$ cat src/rtl/hamming74_codec.sv
module hamming74_codec (
  input  logic       clk,
  input  logic       rst,
  input  logic       corr_mode,
  input  logic       enc_valid_in,
  input  logic [3:0] enc_data_in,
  output logic       enc_valid_out,
  output logic [6:0] enc_code_out,
  input  logic       dec_valid_in,
  input  logic [6:0] dec_code_in,
  output logic       dec_valid_out,
  output logic [3:0] dec_data_out,
  output logic [2:0] dec_syndrome,
  output logic       dec_err,
  output logic       dec_fixed,
  output logic [2:0] dec_pos
);

  function automatic logic [2:0] syn_of(input logic [6:0] c);
    return {c[6]^c[4]^c[3]^c[2], c[6]^c[5]^c[3]^c[1], c[6]^c[5]^c[4]^c[0]};
  endfunction

  logic [2:0] par;
  assign par = {enc_data_in[3]^enc_data_in[1]^enc_data_in[0],
                enc_data_in[3]^enc_data_in[2]^enc_data_in[0],
                enc_data_in[3]^enc_data_in[2]^enc_data_in[1]};

  always_ff @(posedge clk) begin
    if (rst) begin
      enc_valid_out <= 1'b0;
      enc_code_out  <= '0;
    end else begin
      enc_valid_out <= enc_valid_in;
      if (enc_valid_in) enc_code_out <= {enc_data_in, par};
    end
  end

  logic [2:0] syn;
  logic [6:0] flip;
  logic [2:0] pos;
  assign syn = syn_of(dec_code_in);

  always_comb begin
    flip = '0;
    pos  = '0;
    if (corr_mode) begin
      for (int k = 1; k <= 7; k++) begin
        if (syn != 3'd0 && syn == syn_of(7'b1 << (7 - k))) begin
          flip = 7'b1 << (7 - k);
          pos  = 3'(k);
        end
      end
    end
  end

  logic [6:0] fixed_word;
  assign fixed_word = dec_code_in ^ flip;

  always_ff @(posedge clk) begin
    if (rst) begin
      dec_valid_out <= 1'b0;
      dec_data_out  <= '0;
      dec_syndrome  <= '0;
      dec_err       <= 1'b0;
      dec_fixed     <= 1'b0;
      dec_pos       <= '0;
    end else begin
      dec_valid_out <= dec_valid_in;
      if (dec_valid_in) begin
        dec_data_out <= fixed_word[6:3];
        dec_syndrome <= syn;
        dec_err      <= syn != 3'd0;
        dec_fixed    <= flip != 7'd0;
        dec_pos      <= pos;
      end
    end
  end

  a_r3_enc_latency: assert property (@(posedge clk) disable iff (rst)
    enc_valid_in |=> enc_valid_out);
  a_r3_enc_idle: assert property (@(posedge clk) disable iff (rst)
    !enc_valid_in |=> !enc_valid_out);
  a_r2_enc_clean: assert property (@(posedge clk) disable iff (rst)
    enc_valid_out |-> syn_of(enc_code_out) == 3'd0);
  a_r4_dec_latency: assert property (@(posedge clk) disable iff (rst)
    dec_valid_in |=> dec_valid_out);
  a_r4_dec_idle: assert property (@(posedge clk) disable iff (rst)
    !dec_valid_in |=> !dec_valid_out);
  a_r6_clean_quiet: assert property (@(posedge clk) disable iff (rst)
    (dec_valid_out && dec_syndrome == 3'd0) |-> (!dec_err && !dec_fixed && dec_pos == 3'd0));
  a_r7_detect_only: assert property (@(posedge clk) disable iff (rst)
    (dec_valid_in && !corr_mode && syn_of(dec_code_in) != 3'd0) |=>
      (dec_err && !dec_fixed && dec_pos == 3'd0 && dec_data_out == $past(dec_code_in[6:3])));
  a_r8_fix_pos: assert property (@(posedge clk) disable iff (rst)
    (dec_valid_out && dec_fixed) |-> (dec_err && dec_pos != 3'd0));
  a_r10_reset: assert property (@(posedge clk)
    $past(rst) |-> (!enc_valid_out && !dec_valid_out));

endmodule

$ cat config.mk
export PLATFORM = sky130hd
export DESIGN_NAME = hamming74_codec
export DESIGN_NICKNAME = d
export VERILOG_FILES = /design/src/rtl/hamming74_codec.sv
export SDC_FILE = /design/constraint.sdc
export NUM_CORES = 1
export LEC_CHECK = 0
export ABC_AREA = 1
export BUFFER_PORTS_ARGS = -buffer_cell sky130_fd_sc_hd__buf_2
export CAP_MARGIN = 5
export CELL_PAD_IN_SITES_DETAIL_PLACEMENT = 2
export CELL_PAD_IN_SITES_GLOBAL_PLACEMENT = 2
export CORE_UTILIZATION = 26
export DETAILED_ROUTE_END_ITERATION = 12
export PLACE_DENSITY = 0.79
export SETUP_SLACK_MARGIN = 0.4
export SLEW_MARGIN = 20
export SYNTH_ARGS = -nofsm -noshare
export SYNTH_HDL_FRONTEND = slang
export SYNTH_SLANG_ARGS = --single-unit
$ cat constraint.sdc
create_clock -name clk -period 1.6 [get_ports clk]
set_input_delay 0.4 -clock clk [delete_from_list [all_inputs] [get_ports clk]]
set_output_delay 0.4 -clock clk [all_outputs]
set_load 0.01 [all_outputs]
### Word-level counts from Yosys, hierarchy flattened

Cells that the tools add are included.

| word-level totals | value |
|---|---|
| register bits after elaboration | 21 |
| input port bits | 16 |
| word-level logic and storage cells | 54 |

| cells by class | value |
|---|---|
| eq/ne operators | 7 |
| mux-type cells | 16 |
| bitwise gates (word level) | 14 |
| reductions and logical operators | 9 |

Operators with widths:

| cell | number |
|---|---|
| 7-bit 2-to-1 mux | 8 |
| 3-bit 2-to-1 mux | 7 |
| 1-bit XOR | 13 |
| 3-bit equality test (second input constant) | 4 |
| 1-bit logical AND | 7 |
| 7-bit nonzero test | 1 |
| 7-bit XOR | 1 |
| 3-bit by 2-bit equality test with 1-bit output (second input constant) | 2 |
| 3-bit by 1-bit equality test with 1-bit output (second input constant) | 1 |
| 3-bit nonzero test | 1 |
| 1-bit 2-to-1 mux | 1 |

### Depth between registers and ports, before layout

| depth | value |
|---|---|
| word-level depth | 14 |
| gate-level depth with buffers | 12 |

### Least setup slack after synthesis

OpenSTA, ideal clock, no wires.

| path | value |
|---|---|
| path kind | input-to-reg |
| start | in dec_code_in[5] |
| end | reg dec_data_out[0] |
| library setup time | 0.109 ns |
| data arrival time | 1.149 ns |
| data required time | 1.491 ns |
| slack | 0.342 ns |
| cell stages on the path | 12 |
| buffers on the path | 0 |
| path through | inv_1 > nand2_1 > nand2_1 > nand2_2 > nand2_4 > inv_2 > nor2_4 > nand2_1 > nand2_1 > nand3_1 > nand2_1 > inv_1 |

| between the ends | value |
|---|---|
| longest elaborated chain between the ends | 13 |
| elaborated cells between the ends (all ways) | 26 |
| those cells by class | eq/ne (6); mux (7); bitwise (6); reduce/logical (7) |

Ends and longest elaborated chain:

| item | line | RTL |
|---|---|---|
| start, declared | 10 | `input logic [6:0] dec_code_in,` |
| 1-bit XOR * | 20 | `return {c[6]^c[4]^c[3]^c[2], c[6]^c[5]^c[3]^c[1], c[6]^c[5]^c[4]^c[0]};` |
| 1-bit XOR (2 in series) | 20 |  |
| 3-bit by 2-bit equality test with 1-bit output or 3-bit nonzero test (tied branches) | 48 | `if (syn != 3'd0 && syn == syn_of(7'b1 << (7 - k))) begin` |
| 1-bit logical AND | 48 |  |
| 7-bit 2-to-1 mux (5 in series) | 48 |  |
| 7-bit 2-to-1 mux * | 48 |  |
| 7-bit 2-to-1 mux * | 46 | `if (corr_mode) begin` |
| 7-bit XOR * | 57 | `assign fixed_word = dec_code_in ^ flip;` |
| end signal, assigned | 70 | `dec_data_out <= fixed_word[6:3];` |
| end, declared | 12 | `output logic [3:0] dec_data_out,` |

Mark *: on every way between the ends. The rest lies on a longest branch, timed or not.
A chain may end at the register's enable or synchronous reset.

### Worst setup path in the final report

| path | value |
|---|---|
| start | in dec_code_in[3] |
| end | reg dec_pos[0] |

| between the ends | value |
|---|---|
| longest elaborated chain between the ends | 12 |
| elaborated cells between the ends (all ways) | 27 |
| those cells by class | eq/ne (7); mux (8); bitwise (4); reduce/logical (8) |

Ends and longest elaborated chain:

| item | line | RTL |
|---|---|---|
| 1-bit XOR (2 in series) | 20 |  |
| 3-bit equality test or 3-bit nonzero test (tied branches) | 48 |  |
| 1-bit logical AND | 48 |  |
| 1-bit 2-to-1 mux | 48 |  |
| 3-bit 2-to-1 mux (5 in series) | 48 |  |
| 3-bit 2-to-1 mux * | 48 |  |
| 3-bit 2-to-1 mux * | 46 |  |
| end signal, assigned | 74 | `dec_pos <= pos;` |
| end, declared | 16 | `output logic [2:0] dec_pos` |

Marks and branches as above.

==> results_dict.tcl <==
set metrics [dict create \
    synth_top_cells_by_area "dfxtp_1 36%, nand2_1 17%, inv_1 6.0%, nor2_1 5.7%, nand3_1 4.2%" \
    crit_slowest_cell "buf_4" \
    crit_arrival_ns 1.46 \
    combPwrFrac 0.329 \
    clock_path_buffers 2 \
    worstSetupStartpointType "input pin" \
    timing.final.max_slew_violations 0 \
    h-tree-depth 1 \
    async_flop_share 0 \
    ctsHoldBuffers 0 \
    synth_area_leader_cell "dfxtp_1" \
    synth_seq_area_share 0.356 \
    yosys.area_share.adder 0 \
    io_pins 37 \
    crit_path_max_incr_delay_ns 0.14 \
    synthMuxAreaShare 0 \
    clockRootBuffer "clkbuf_8" \
    path_delay_family "simple AND/OR/NAND/NOR gates" \
    hold_ws_ns 0.400 \
    syn_area_um2 1180 \
    via_per_inst 4.64 \
    core-area_um2 4350 \
    power_switching_mw 0.463 \
    synth_edf_count 0 \
    finalHoldViolations 0 \
    antenna_found_initial 0 \
    portBuffers 36 \
    grt-ovfl-total 0 \
    post-route-drc-count 0 \
    postLayoutSetupSlackWorst_ns 0.345 \
    worst_pin_slew_ns 0.325 \
    period_needed_ns 1.25 \
    place_area_um2 1520 \
    period_share 0.784 \
    fillers 505 \
    synth_xor_area_frac 0.0370 \
    rows 24 \
    p_seq_frac 0.418 \
    num_vias 1275 \
    skew_ns 0 \
    wl_per_cell_um 14.8 \
    yosys.area_share.simple 0.387 \
    p_per_area_nw_per_um2 792 \
    final_antenna_net_count 0 \
    drive_above_1_share 0.439 \
    cts.clk_slew.worst_paths_ns 0.08 \
    initial_core_util 0.272 \
    ys_ff_latch 21 \
    syn2layout_area_growth_pct 47.4 \
    required_ns 1.80 \
    dp_hpwl_um 2840 \
    synthCells 175 \
    synth_cell_types 23 \
    setup_viol 0 \
    cts_tree "built" \
    synthFlopType "dfxtp_1" \
    post-place-ws_ns -0.158 \
    synth.avg_cell_area_um2 6.76 \
    rsz0062_at_grt "yes" \
    syn_nets 191 \
    synth_common_cells "55 x nand2_1, 21 x dfxtp_1, 19 x inv_1" \
    ys_warn_count 0 \
    max_slew_margin 0.782 \
    die_w_um 69.4 \
    finish.net_count 240 \
    drv_cap 0 \
    synth_compound_area_frac 0.106 \
    drt-pass1-iter-count 4 \
    diodes 0 \
    synth_top_area_share 0.356 \
    critPathBufInv 4 \
    status "complete, no violations" \
    finalInstanceArea_um2 1740 \
    p_sw_frac 0.335 \
    p_int_mw 0.917 \
    die_area_um2 4820 \
    clock_power_share 0.254 \
    ir_drop_v 0.000372 \
    fin_util 0.400 \
    grt_max_degree 13 \
    crit_top_cell "inv_4" \
    criticalPathCategory "in -> reg" \
    holdCritPathClass "in -> reg" \
    clkLatencyLatePin_ns 0.26 \
    cp_max_fo 6 \
    crit_chain "buf_8, inv_4, nand2_1, nand2_2, nand2_4, nand2_8, inv_4, nor2_4, buf_4, nor2_2, o21ai_2, a21oi_1" \
    drtIter0Drc 39 \
    grt_pass1_vias 1328 \
    cts.sinks 21 \
    cts_inserted_buffers 3 \
    synth_top_family_by_area "simple AND/OR/NAND/NOR gates" \
    drt-total-wl_um 4060 \
    final_cells 275 \
    fmax_mhz 797 \
    die_height_um 69.4 \
    gp_congestion 0.725 \
    place_inst 267 \
    crit_path_end_kind "register" \
    track_usage 0.176 \
    p_leak_nw 0.913 \
    yosysMostFrequentCell "nand2_1" \
    grt_pass1_wl_um 6700 \
]
==> per-stage QoR <==
stage / TNS [ns] / total power, mW
2_1_floorplan: 0 / 0.818
3_3_place_gp: -0.370 / 0.950
3_5_place_dp: -0.820 / 0.965
4_1_cts: 0 / 1.37
5_1_grt: 0 / 1.46
6_report: 0 / 1.38
==> power by group through the flow <==
stage	clock [mW]	sequential, mW	combinational [mW]
floorplan	0	0.607	0.211
global placement	0	0.588	0.362
detailed placement	0	0.588	0.377
CTS	0.360	0.576	0.431
global route	0.387	0.581	0.492
finish	0.350	0.576	0.453
==> layout make-up <==
cell class	instances	area, um^2	share of cell area
tap	52	65.1	0.0373
multi-input combinational	124	761	0.436
sequential	21	420	0.241
clock inverter	1	5.00	0.00287
clock buffer	3	41.3	0.0237
timing repair buffer	48	314	0.180
inverter	26	136	0.0782
==> metal layers <==
layer	global-route usage	share of wire
met5	0	0
met4	0.0272	0.011
met3	0.0349	0.035
met2	0.317	0.51
met1	0.219	0.44
==> cells by family after synthesis <==
family | Yosys count
XOR/XNOR | 5
buffers and inverters | 30
AO/OA/AOI/OAI | 20
AND/OR/NAND/NOR | 99
flip-flops | 21
==> repair_timing <==
item / CTS / global route
gates resized for setup: 33 / 7
pin swaps: 11 / 11
setup endpoints to repair: 11 / 6
hold endpoints to repair: 0 / 0
setup buffers: 3 / 1
==> sequential cells by signal, indices dropped and copies added, names as in the netlist <==
name / cells
dec_err: 1
dec_data_out: 4
dec_pos: 3
dec_fixed: 1
enc_valid_out: 1
dec_valid_out: 1
enc_code_out: 7
dec_syndrome: 3
==> worst min-delay path: cells and delay by family <==
family / cells / cell delay (ns)
buffers and inverters: 1 / 0.09
and+or+nand+nor: 2 / 0.12
==> path summary, 6_finish.rpt <==
kind / slack [ns] / cells past startpoint / to / start
setup reg to reg: 0.90 / 4 / enc_code_out[2]$_SDFFE_PP0P_ / enc_code_out[2]$_SDFFE_PP0P_
hold reg to reg: 0.47 / 2 / enc_code_out[4]$_SDFFE_PP0P_ / enc_code_out[4]$_SDFFE_PP0P_
hold / removal: 0.40 / 3 / enc_code_out[5]$_SDFFE_PP0P_ / enc_data_in[2]
setup / recovery: 0.35 / 12 / dec_pos[0]$_SDFFE_PP0P_ / dec_code_in[3]
==> placed cells by master, fill, tap and decap left out, types with 2 or more instances in the layout <==
cell type and count:
nand3_2 2, inv_2 4, inv_4 4, o211ai_1 4, buf_2 31, xor2_1 2, nor2_2 4, nor2_4 3
nand2_4 9, nand3_1 9, o21ai_0 4, dfxtp_1 21, nand2_8 3, a21oi_1 8, xnor2_1 2, buf_8 2
nand2_1 43, nor2_1 16, buf_4 13, nand2_2 10, inv_1 15, clkbuf_8 3
(Power assumes the default switching activity.)
